<file path="src/rtl/ivl_timer_pkg.sv">
package ivl_timer_pkg;

    localparam int DATA_W = 8;
    localparam int CNT_W  = 2 * DATA_W;
    localparam int ADDR_W = 3;

    localparam logic [ADDR_W-1:0] A_CNT_LO = 3'd0;
    localparam logic [ADDR_W-1:0] A_CNT_HI = 3'd1;
    localparam logic [ADDR_W-1:0] A_CTRL   = 3'd2;
    localparam logic [ADDR_W-1:0] A_STAT   = 3'd3;
    localparam logic [ADDR_W-1:0] A_MASK   = 3'd4;

    localparam int CTRL_RUN     = 0;
    localparam int CTRL_ONESHOT = 1;
    localparam int CTRL_FORCE   = 2;

    localparam logic [CNT_W-1:0] CNT_RESET = '1;

    typedef struct packed {
        logic [CNT_W-1:0] reload;
        logic             run;
        logic             oneshot;
        logic             mask;
    } regs_t;

    typedef struct packed {
        logic [CNT_W-1:0] cnt;
        logic             hold;
    } core_t;

    typedef struct packed {
        logic flag;
    } irqst_t;

endpackage

</file>
<file path="src/rtl/ivl_timer_regs.sv">
module ivl_timer_regs
    import ivl_timer_pkg::*;
(
    input  logic              clk_i,
    input  logic              rst_i,
    input  logic              cs_i,
    input  logic              we_i,
    input  logic [ADDR_W-1:0] addr_i,
    input  logic [DATA_W-1:0] wdata_i,
    input  logic              oneshot_stop_i,
    output logic [CNT_W-1:0]  reload_q_o,
    output logic [CNT_W-1:0]  reload_d_o,
    output logic              run_q_o,
    output logic              oneshot_q_o,
    output logic              mask_q_o,
    output logic              load_now_o,
    output logic              force_ld_o,
    output logic              stat_rd_o
);

    regs_t r_d, r_q;
    logic  wr;

    always_comb begin
        r_d = r_q;
        wr  = cs_i && we_i;

        if (wr && addr_i == A_CNT_LO) begin
            r_d.reload[DATA_W-1:0] = wdata_i;
        end
        if (wr && addr_i == A_CNT_HI) begin
            r_d.reload[CNT_W-1:DATA_W] = wdata_i;
        end

        // a one-shot expiry stops the timer unless the host rewrites control now
        if (oneshot_stop_i) begin
            r_d.run = 1'b0;
        end
        if (wr && addr_i == A_CTRL) begin
            r_d.run     = wdata_i[CTRL_RUN];
            r_d.oneshot = wdata_i[CTRL_ONESHOT];
        end

        if (wr && addr_i == A_MASK) begin
            r_d.mask = wdata_i[0];
        end

        load_now_o = wr && (addr_i == A_CNT_HI) && !r_q.run;
        force_ld_o = wr && (addr_i == A_CTRL) && wdata_i[CTRL_FORCE];
        stat_rd_o  = cs_i && !we_i && (addr_i == A_STAT);
    end

    always_ff @(posedge clk_i) begin
        if (rst_i) begin
            r_q.reload  <= CNT_RESET;
            r_q.run     <= 1'b0;
            r_q.oneshot <= 1'b0;
            r_q.mask    <= 1'b0;
        end else begin
            r_q <= r_d;
        end
    end

    assign reload_q_o  = r_q.reload;
    assign reload_d_o  = r_d.reload;
    assign run_q_o     = r_q.run;
    assign oneshot_q_o = r_q.oneshot;
    assign mask_q_o    = r_q.mask;

endmodule

</file>
<file path="src/rtl/ivl_timer_core.sv">
module ivl_timer_core
    import ivl_timer_pkg::*;
(
    input  logic             clk_i,
    input  logic             rst_i,
    input  logic             run_i,
    input  logic             oneshot_i,
    input  logic [CNT_W-1:0] reload_q_i,
    input  logic [CNT_W-1:0] reload_d_i,
    input  logic             load_now_i,
    input  logic             force_ld_i,
    output logic [CNT_W-1:0] cnt_q_o,
    output logic             underflow_o,
    output logic             oneshot_stop_o
);

    localparam logic [CNT_W-1:0] ONE = CNT_W'(1);

    core_t c_d, c_q;

    always_comb begin
        c_d = c_q;

        // the cycle that shows 1 (or 0 for a zero reload) is the expiry cycle
        underflow_o    = run_i && !c_q.hold && (c_q.cnt <= ONE);
        oneshot_stop_o = underflow_o && oneshot_i;

        if (run_i) begin
            if (c_q.hold) begin
                c_d.hold = 1'b0;
            end else if (underflow_o) begin
                c_d.cnt  = reload_q_i;
                c_d.hold = !oneshot_i;
            end else begin
                c_d.cnt = c_q.cnt - ONE;
            end
        end

        if (force_ld_i) begin
            c_d.cnt  = reload_q_i;
            c_d.hold = 1'b0;
        end
        if (load_now_i) begin
            c_d.cnt  = reload_d_i;
            c_d.hold = 1'b0;
        end
    end

    always_ff @(posedge clk_i) begin
        if (rst_i) begin
            c_q.cnt  <= CNT_RESET;
            c_q.hold <= 1'b0;
        end else begin
            c_q <= c_d;
        end
    end

    assign cnt_q_o = c_q.cnt;

endmodule

</file>
<file path="src/rtl/ivl_timer_irq.sv">
module ivl_timer_irq #(
    parameter int IRQ_DELAY = 0
) (
    input  logic clk_i,
    input  logic rst_i,
    input  logic underflow_i,
    input  logic stat_rd_i,
    input  logic mask_i,
    output logic flag_q_o,
    output logic irq_o
);
    import ivl_timer_pkg::*;

    irqst_t s_d, s_q;
    logic   raw_irq;

    always_comb begin
        s_d = s_q;
        if (underflow_i) begin
            s_d.flag = 1'b1;
        end else if (stat_rd_i) begin
            s_d.flag = 1'b0;
        end
        raw_irq = s_q.flag && mask_i;
    end

    always_ff @(posedge clk_i) begin
        if (rst_i) begin
            s_q.flag <= 1'b0;
        end else begin
            s_q <= s_d;
        end
    end

    generate
        if (IRQ_DELAY == 0) begin : g_direct
            assign irq_o = raw_irq;
        end else begin : g_late
            logic late_d, late_q;
            always_comb late_d = raw_irq;
            always_ff @(posedge clk_i) begin
                if (rst_i) late_q <= 1'b0;
                else       late_q <= late_d;
            end
            assign irq_o = late_q;
        end
    endgenerate

    assign flag_q_o = s_q.flag;

endmodule

</file>
<file path="src/rtl/ivl_timer.sv">
module ivl_timer
    import ivl_timer_pkg::*;
#(
    parameter int IRQ_DELAY = 0
) (
    input  logic              clk_i,
    input  logic              rst_i,
    input  logic              cs_i,
    input  logic              we_i,
    input  logic [ADDR_W-1:0] addr_i,
    input  logic [DATA_W-1:0] wdata_i,
    output logic [DATA_W-1:0] rdata_o,
    output logic              irq_o
);

    logic [CNT_W-1:0] reload_q, reload_d, cnt_q;
    logic run_q, oneshot_q, mask_q;
    logic load_now, force_ld, stat_rd;
    logic underflow, os_stop, flag_q;

    ivl_timer_regs u_regs (
        .clk_i          (clk_i),
        .rst_i          (rst_i),
        .cs_i           (cs_i),
        .we_i           (we_i),
        .addr_i         (addr_i),
        .wdata_i        (wdata_i),
        .oneshot_stop_i (os_stop),
        .reload_q_o     (reload_q),
        .reload_d_o     (reload_d),
        .run_q_o        (run_q),
        .oneshot_q_o    (oneshot_q),
        .mask_q_o       (mask_q),
        .load_now_o     (load_now),
        .force_ld_o     (force_ld),
        .stat_rd_o      (stat_rd)
    );

    ivl_timer_core u_core (
        .clk_i          (clk_i),
        .rst_i          (rst_i),
        .run_i          (run_q),
        .oneshot_i      (oneshot_q),
        .reload_q_i     (reload_q),
        .reload_d_i     (reload_d),
        .load_now_i     (load_now),
        .force_ld_i     (force_ld),
        .cnt_q_o        (cnt_q),
        .underflow_o    (underflow),
        .oneshot_stop_o (os_stop)
    );

    ivl_timer_irq #(.IRQ_DELAY(IRQ_DELAY)) u_irq (
        .clk_i       (clk_i),
        .rst_i       (rst_i),
        .underflow_i (underflow),
        .stat_rd_i   (stat_rd),
        .mask_i      (mask_q),
        .flag_q_o    (flag_q),
        .irq_o       (irq_o)
    );

    always_comb begin
        rdata_o = '0;
        if (cs_i && !we_i) begin
            case (addr_i)
                A_CNT_LO: rdata_o = cnt_q[DATA_W-1:0];
                A_CNT_HI: rdata_o = cnt_q[CNT_W-1:DATA_W];
                A_CTRL: begin
                    rdata_o[CTRL_RUN]     = run_q;
                    rdata_o[CTRL_ONESHOT] = oneshot_q;
                end
                A_STAT:  rdata_o[0] = flag_q;
                A_MASK:  rdata_o[0] = mask_q;
                default: rdata_o = '0;
            endcase
        end
    end

endmodule

</file>
<file path="config.mk">
export PLATFORM = sky130hd
export DESIGN_NAME = ivl_timer
export DESIGN_NICKNAME = d
export VERILOG_FILES = /design/src/rtl/ivl_timer_pkg.sv /design/src/rtl/ivl_timer_regs.sv /design/src/rtl/ivl_timer_core.sv /design/src/rtl/ivl_timer_irq.sv /design/src/rtl/ivl_timer.sv
export SDC_FILE = /design/constraint.sdc
export NUM_CORES = 1
export LEC_CHECK = 0
export BUFFER_PORTS_ARGS = -buffer_cell sky130_fd_sc_hd__buf_2
export CORE_MARGIN = 2
export CORE_UTILIZATION = 40
export CTS_CLUSTER_SIZE = 40
export DETAILED_ROUTE_END_ITERATION = 6
export GPL_TIMING_DRIVEN = 0
export HOLD_SLACK_MARGIN = 0.15
export SETUP_SLACK_MARGIN = 0.1
export SLEW_MARGIN = 30
export SYNTH_ARGS = -nofsm -noshare
export SYNTH_HDL_FRONTEND = slang
export SYNTH_SLANG_ARGS = --single-unit
</file>
<file path="constraint.sdc">
create_clock -name clk_i -period 5.47 [get_ports clk_i]
set_clock_uncertainty 0.1 [all_clocks]
set_input_delay 1.094 -clock clk_i [delete_from_list [all_inputs] [get_ports clk_i]]
set_output_delay 1.094 -clock clk_i [all_outputs]
set_load 0.02 [all_outputs]
</file>
; ---- Word level (Yosys, flattened, before mapping)
; Index checks and enable logic that the tools add are counted.
[word_totals]
out_inout_bits = 9
reg_bits = 37
ram_bits = 0
latchBits = 0
mem_bits_ro = 0
n_memories = 0
wordCells = 54
input_bits = 15
[op_classes]
mux = 17
reduce_logical = 23
bitwise_logic = 0
n_lt_le_gt_ge = 1
n_eq_ne = 5
add_sub_neg = 1
div = 0
shifts = 0
n_mul = 0
[ops]
columns = operator, count
row1 = $mux 17, 3
row2 = $mux 16, 2
row3 = $mux 8, 3
row4 = $le 16x1->1 const B, 1
row5 = $sub 16x1->16 const B, 1
row6 = $logic_and 1x1->1, 13
row7 = $pmux 6 s2, 1
row8 = $eq 3x2->1 const B, 2
row9 = $mux 1, 5
row10 = $pmux 1 s5, 1
row11 = $logic_not 1->1, 4
row12 = $reduce_bool 2->1, 2
row13 = $eq 3x1->1 const B, 1
row14 = $eq 3x3->1 const B, 1
row15 = $logic_not 3->1, 1
row16 = $ne 3x3->1 const B, 1
row17 = $pmux 1 s3, 1
row18 = $reduce_bool 3->1, 1
row19 = $reduce_or 3->1, 1
row20 = $mux 2, 1
row21 = $reduce_and 2->1, 1

; ---- Logic depth before layout (Yosys ltp)
[logic_depth]
ltp_word = 8
ltp_mapped = 9

; ---- Hierarchy
; A second synthesis with hierarchy kept.
[hier_totals]
cells_unflattened = 353
area_unflattened_um2 = 3007.9
[by_module_without_submodules]
columns = module, instances, cells_each, area_each_um2, seq_area_each_um2
row1 = ivl_timer_core, 1, 208, 1641.6, 340.3
row2 = ivl_timer_regs, 1, 114, 1129.8, 380.4
row3 = ivl_timer, 1, 26, 191.4, 0.0
row4 = ivl_timer_irq, 1, 5, 45.0, 20.0

; ---- Worst setup path before layout
; No wires, ideal clock.
[synth_path]
kind = input to output
from = input port addr_i[0]
to = output port rdata_o[1]
required_ns = 4.276
setup_slack_ns = 2.116
t_arrival_ns = 2.160
path_stages = 5
cell_sequence = buf_2 > buf_1 > mux2i_1 > o21ai_0 > and2_1
[synth_between]
elab_chain_len = 3
word_cells_on_any_way = 5
classes_between = 2 x eq/ne / 2 x mux / 1 x reduce/logical
[synth_lines]
columns = element, line
row1 = "start, declared", ivl_timer.sv:10  ; input logic [ADDR_W-1:0] addr_i,
row2 = "$eq 3x2->1, or another cell as far along", ivl_timer.sv:66  ; case (addr_i)
row3 = $pmux 1 s3 (*), ivl_timer.sv:66
row4 = $mux 8 (*), ivl_timer.sv:65  ; if (cs_i && !we_i) begin
row5 = "end, declared", ivl_timer.sv:12  ; output logic [DATA_W-1:0] rdata_o,
; Every way passes the cells marked *; elsewhere a longest branch is shown, timed or not.

; ---- Final worst setup path
; Same ends and word-level chain as after synthesis.

==> impl_metrics.ini <==
[status]
status = completed

[drt]
vias_per_cell = 5.916
drt-total-wl_microns = 6909
drtPass1Iterations = 5
post_drt_wl_per_cell_microns = 18.04
drtIter0Drc = 251
drc = 0
ant_nets = 0
num_vias = 2266

[final_layout]
drive_above_1_share_pct = 15.11
n_fill_cell = 588
final_cells = 383
final_cell_mix = 41 x nand2_1, 37 x dfxtp_1, 23 x buf_2
multi_input_area_sq_um = 1418
seqCellArea_sq_um = 740.7
layout_commonest_cell = nand2_1
area_growth_pct = 14.00
antennaDiodeCount = 0
nets = 327

[power_and_ir_drop]
p_total_uw = 604.2
irDropWorstVdd_mv = 0.1412
power.density_nw_per_um2 = 230.7
p_leak_nw = 1.041

[clocking]
cts-htree-levels = 2
clockRootBuffer = clkbuf_8
cts_setup_buffers = 0
cts_tree = done
cts_hold_repair.buffers = 0
cts_buffer_depth = 2
clock_sink_count = 37
clk_pin_slew_ps = 80
insertion_delay_ps = 290
cts_resized = 0
cts_made_buffers = 5

[place]
pre_cts_ws_ps = 1798
routabilityCongestion = 0.8682
io_buffers = 20
dp_hpwl_microns = 5115
dp_cells = 375

[yosys]
ys_warn_count = 0
synth_top_cells_by_area = dfxtp_1 32%, mux2i_1 9.2%, nand2_1 6.7%
yosysTopAreaCell = dfxtp_1
ys_seq_area_share_pct = 32.24
ys_types = 58
synth-seq-cells = 37
async_reset_ff_share_pct = 0
avgSynthCellArea_sq_um = 8.146
synthesis.area_sq_um = 2297
synthFlopType = dfxtp_1
synth_top_area_share_pct = 32.24
synth_edf_count = 0
postSynthNetCount = 299
synth_cells = 282

[setup_path]
startpoint_type = primary input
worstPathMaxFanout = 10
endpoint_kind = output pin
critPathRequiredTime_ps = 4280
cp.arrival_ps = 2460
crit_type = in2out

[sta]
fin_ws_ps = 1816
hold_violations = 0
slew_headroom_pct = 41.19
final.period_utilization_pct = 66.80
fin_setup_tns_ps = 0
finalSetupViolCount = 0
max_freq_mhz = 273.7
rsz0062_at_grt = no
final_max_slew_viol_count = 0
tightest_slew_ps = 877.4
post-route-min-period_ps = 3654

[floorplan]
rows = 27
initial_core_util_pct = 41.46
die_w_microns = 79.78
fp.dieH_microns = 79.78
io_pins = 24
dieArea_sq_um = 6365
core_sq_um = 5540

[grt]
grtUsageTotal_pct = 22.75
grt_overflow = 0
grt_pass1_vias = 2044
antenna_found_initial = 0
grt_pass1_wl_microns = 11050
grt_max_degree = 13

[min_path]
hold_class = reg2reg

[job]
maxCapViolCount = 0
==> final timing paths <==
| check | cells past startpoint | end | start | slack, ps |
|---|---|---|---|---|
| worst max-delay path | 6 | rdata_o[1] | addr_i[0] | 1820 |
| worst min-delay path | 2 | u_regs.reload_q_o[0]$_SDFF_PP1_ | u_regs.reload_q_o[0]$_SDFF_PP1_ | 380 |
| worst max register to register | 6 | u_core.cnt_q_o[7]$_SDFFE_PP1P_ | u_core.cnt_q_o[0]$_SDFFE_PP1P_ | 2880 |
| worst min register to register | 2 | u_regs.reload_q_o[0]$_SDFF_PP1_ | u_regs.reload_q_o[0]$_SDFF_PP1_ | 380 |
==> through the flow <==
step           area (sq um)  hold WS (ps)  util, %
2_1_floorplan          2297         340.1        -
3_3_place_gp           2487         359.6    44.90
3_5_place_dp           2499         363.0    45.10
4_1_cts                2619         384.3    47.27
5_1_grt                2619         420.2    47.27
6_report               2619         381.6    47.27
==> cells by family (layout without fill, tap and decap cells) <==
family,count (synthesis),count (layout),share of synthesized area [%]
AOI/OAI and AO/OA,70,70,22.22
muxes,21,21,9.150
xor gates and xnor gates,6,6,2.288
and+or+nand+nor,116,116,26.69
buffers and inverters,30,59,6.318
DFF,37,37,32.24
adders and majority gates,2,2,1.089
==> per-layer routing <==
metal  up-vias  wire [microns]  GRT usage (%)
li1       1102               -              -
met1      1054            3206          33.78
met2       101            3108          34.29
met3         9             497          2.828
met4         0              96          6.780
met5         -               0              0
==> cells in the mapped netlist (6+ instances only) <==
cell type   n
a21oi_1    11
clkbuf_1   13
dfxtp_1    37
inv_1       9
mux2i_1    21
nand2_1    41
nand3_1     6
nor2_1     21
nor3_1     11
nor4_1      7
o211ai_1    7
o21ai_0     8
==> final cells by class <==
type	count	area share [%]
multi-input combinational	215	54.13
sequential	37	28.28
buffer	20	4.109
timing repair buffer	21	4.013
tap	72	3.440
clock buffer	6	3.153
clock inverter	2	1.433
inverter	10	1.433
==> flip-flops by register name, indices dropped and copies added, names as in the netlist <==
name / cells
u_core.c_q: 1
u_core.cnt_q_o: 16
u_irq.flag_q_o: 1
u_regs.mask_q_o: 1
u_regs.oneshot_q_o: 1
u_regs.reload_q_o: 16
u_regs.run_q_o: 1
==> report_power, final <==
| part | switching [mW] | total (mW) | internal (mW) | leakage, nW |
|---|---|---|---|---|
| Sequential | 0.0111 | 0.288 | 0.277 | 0.301 |
| Clock | 0.106 | 0.254 | 0.148 | 0.0574 |
| Combinational | 0.0382 | 0.0619 | 0.0237 | 0.682 |
==> worst max-delay path: stages <==
cell,delay (ps)
buf_2,190
buf_1,500
mux2i_1,270
o21ai_0,90
and2_1,160
buf_2,150
Power figures use the tool's default switching activity.
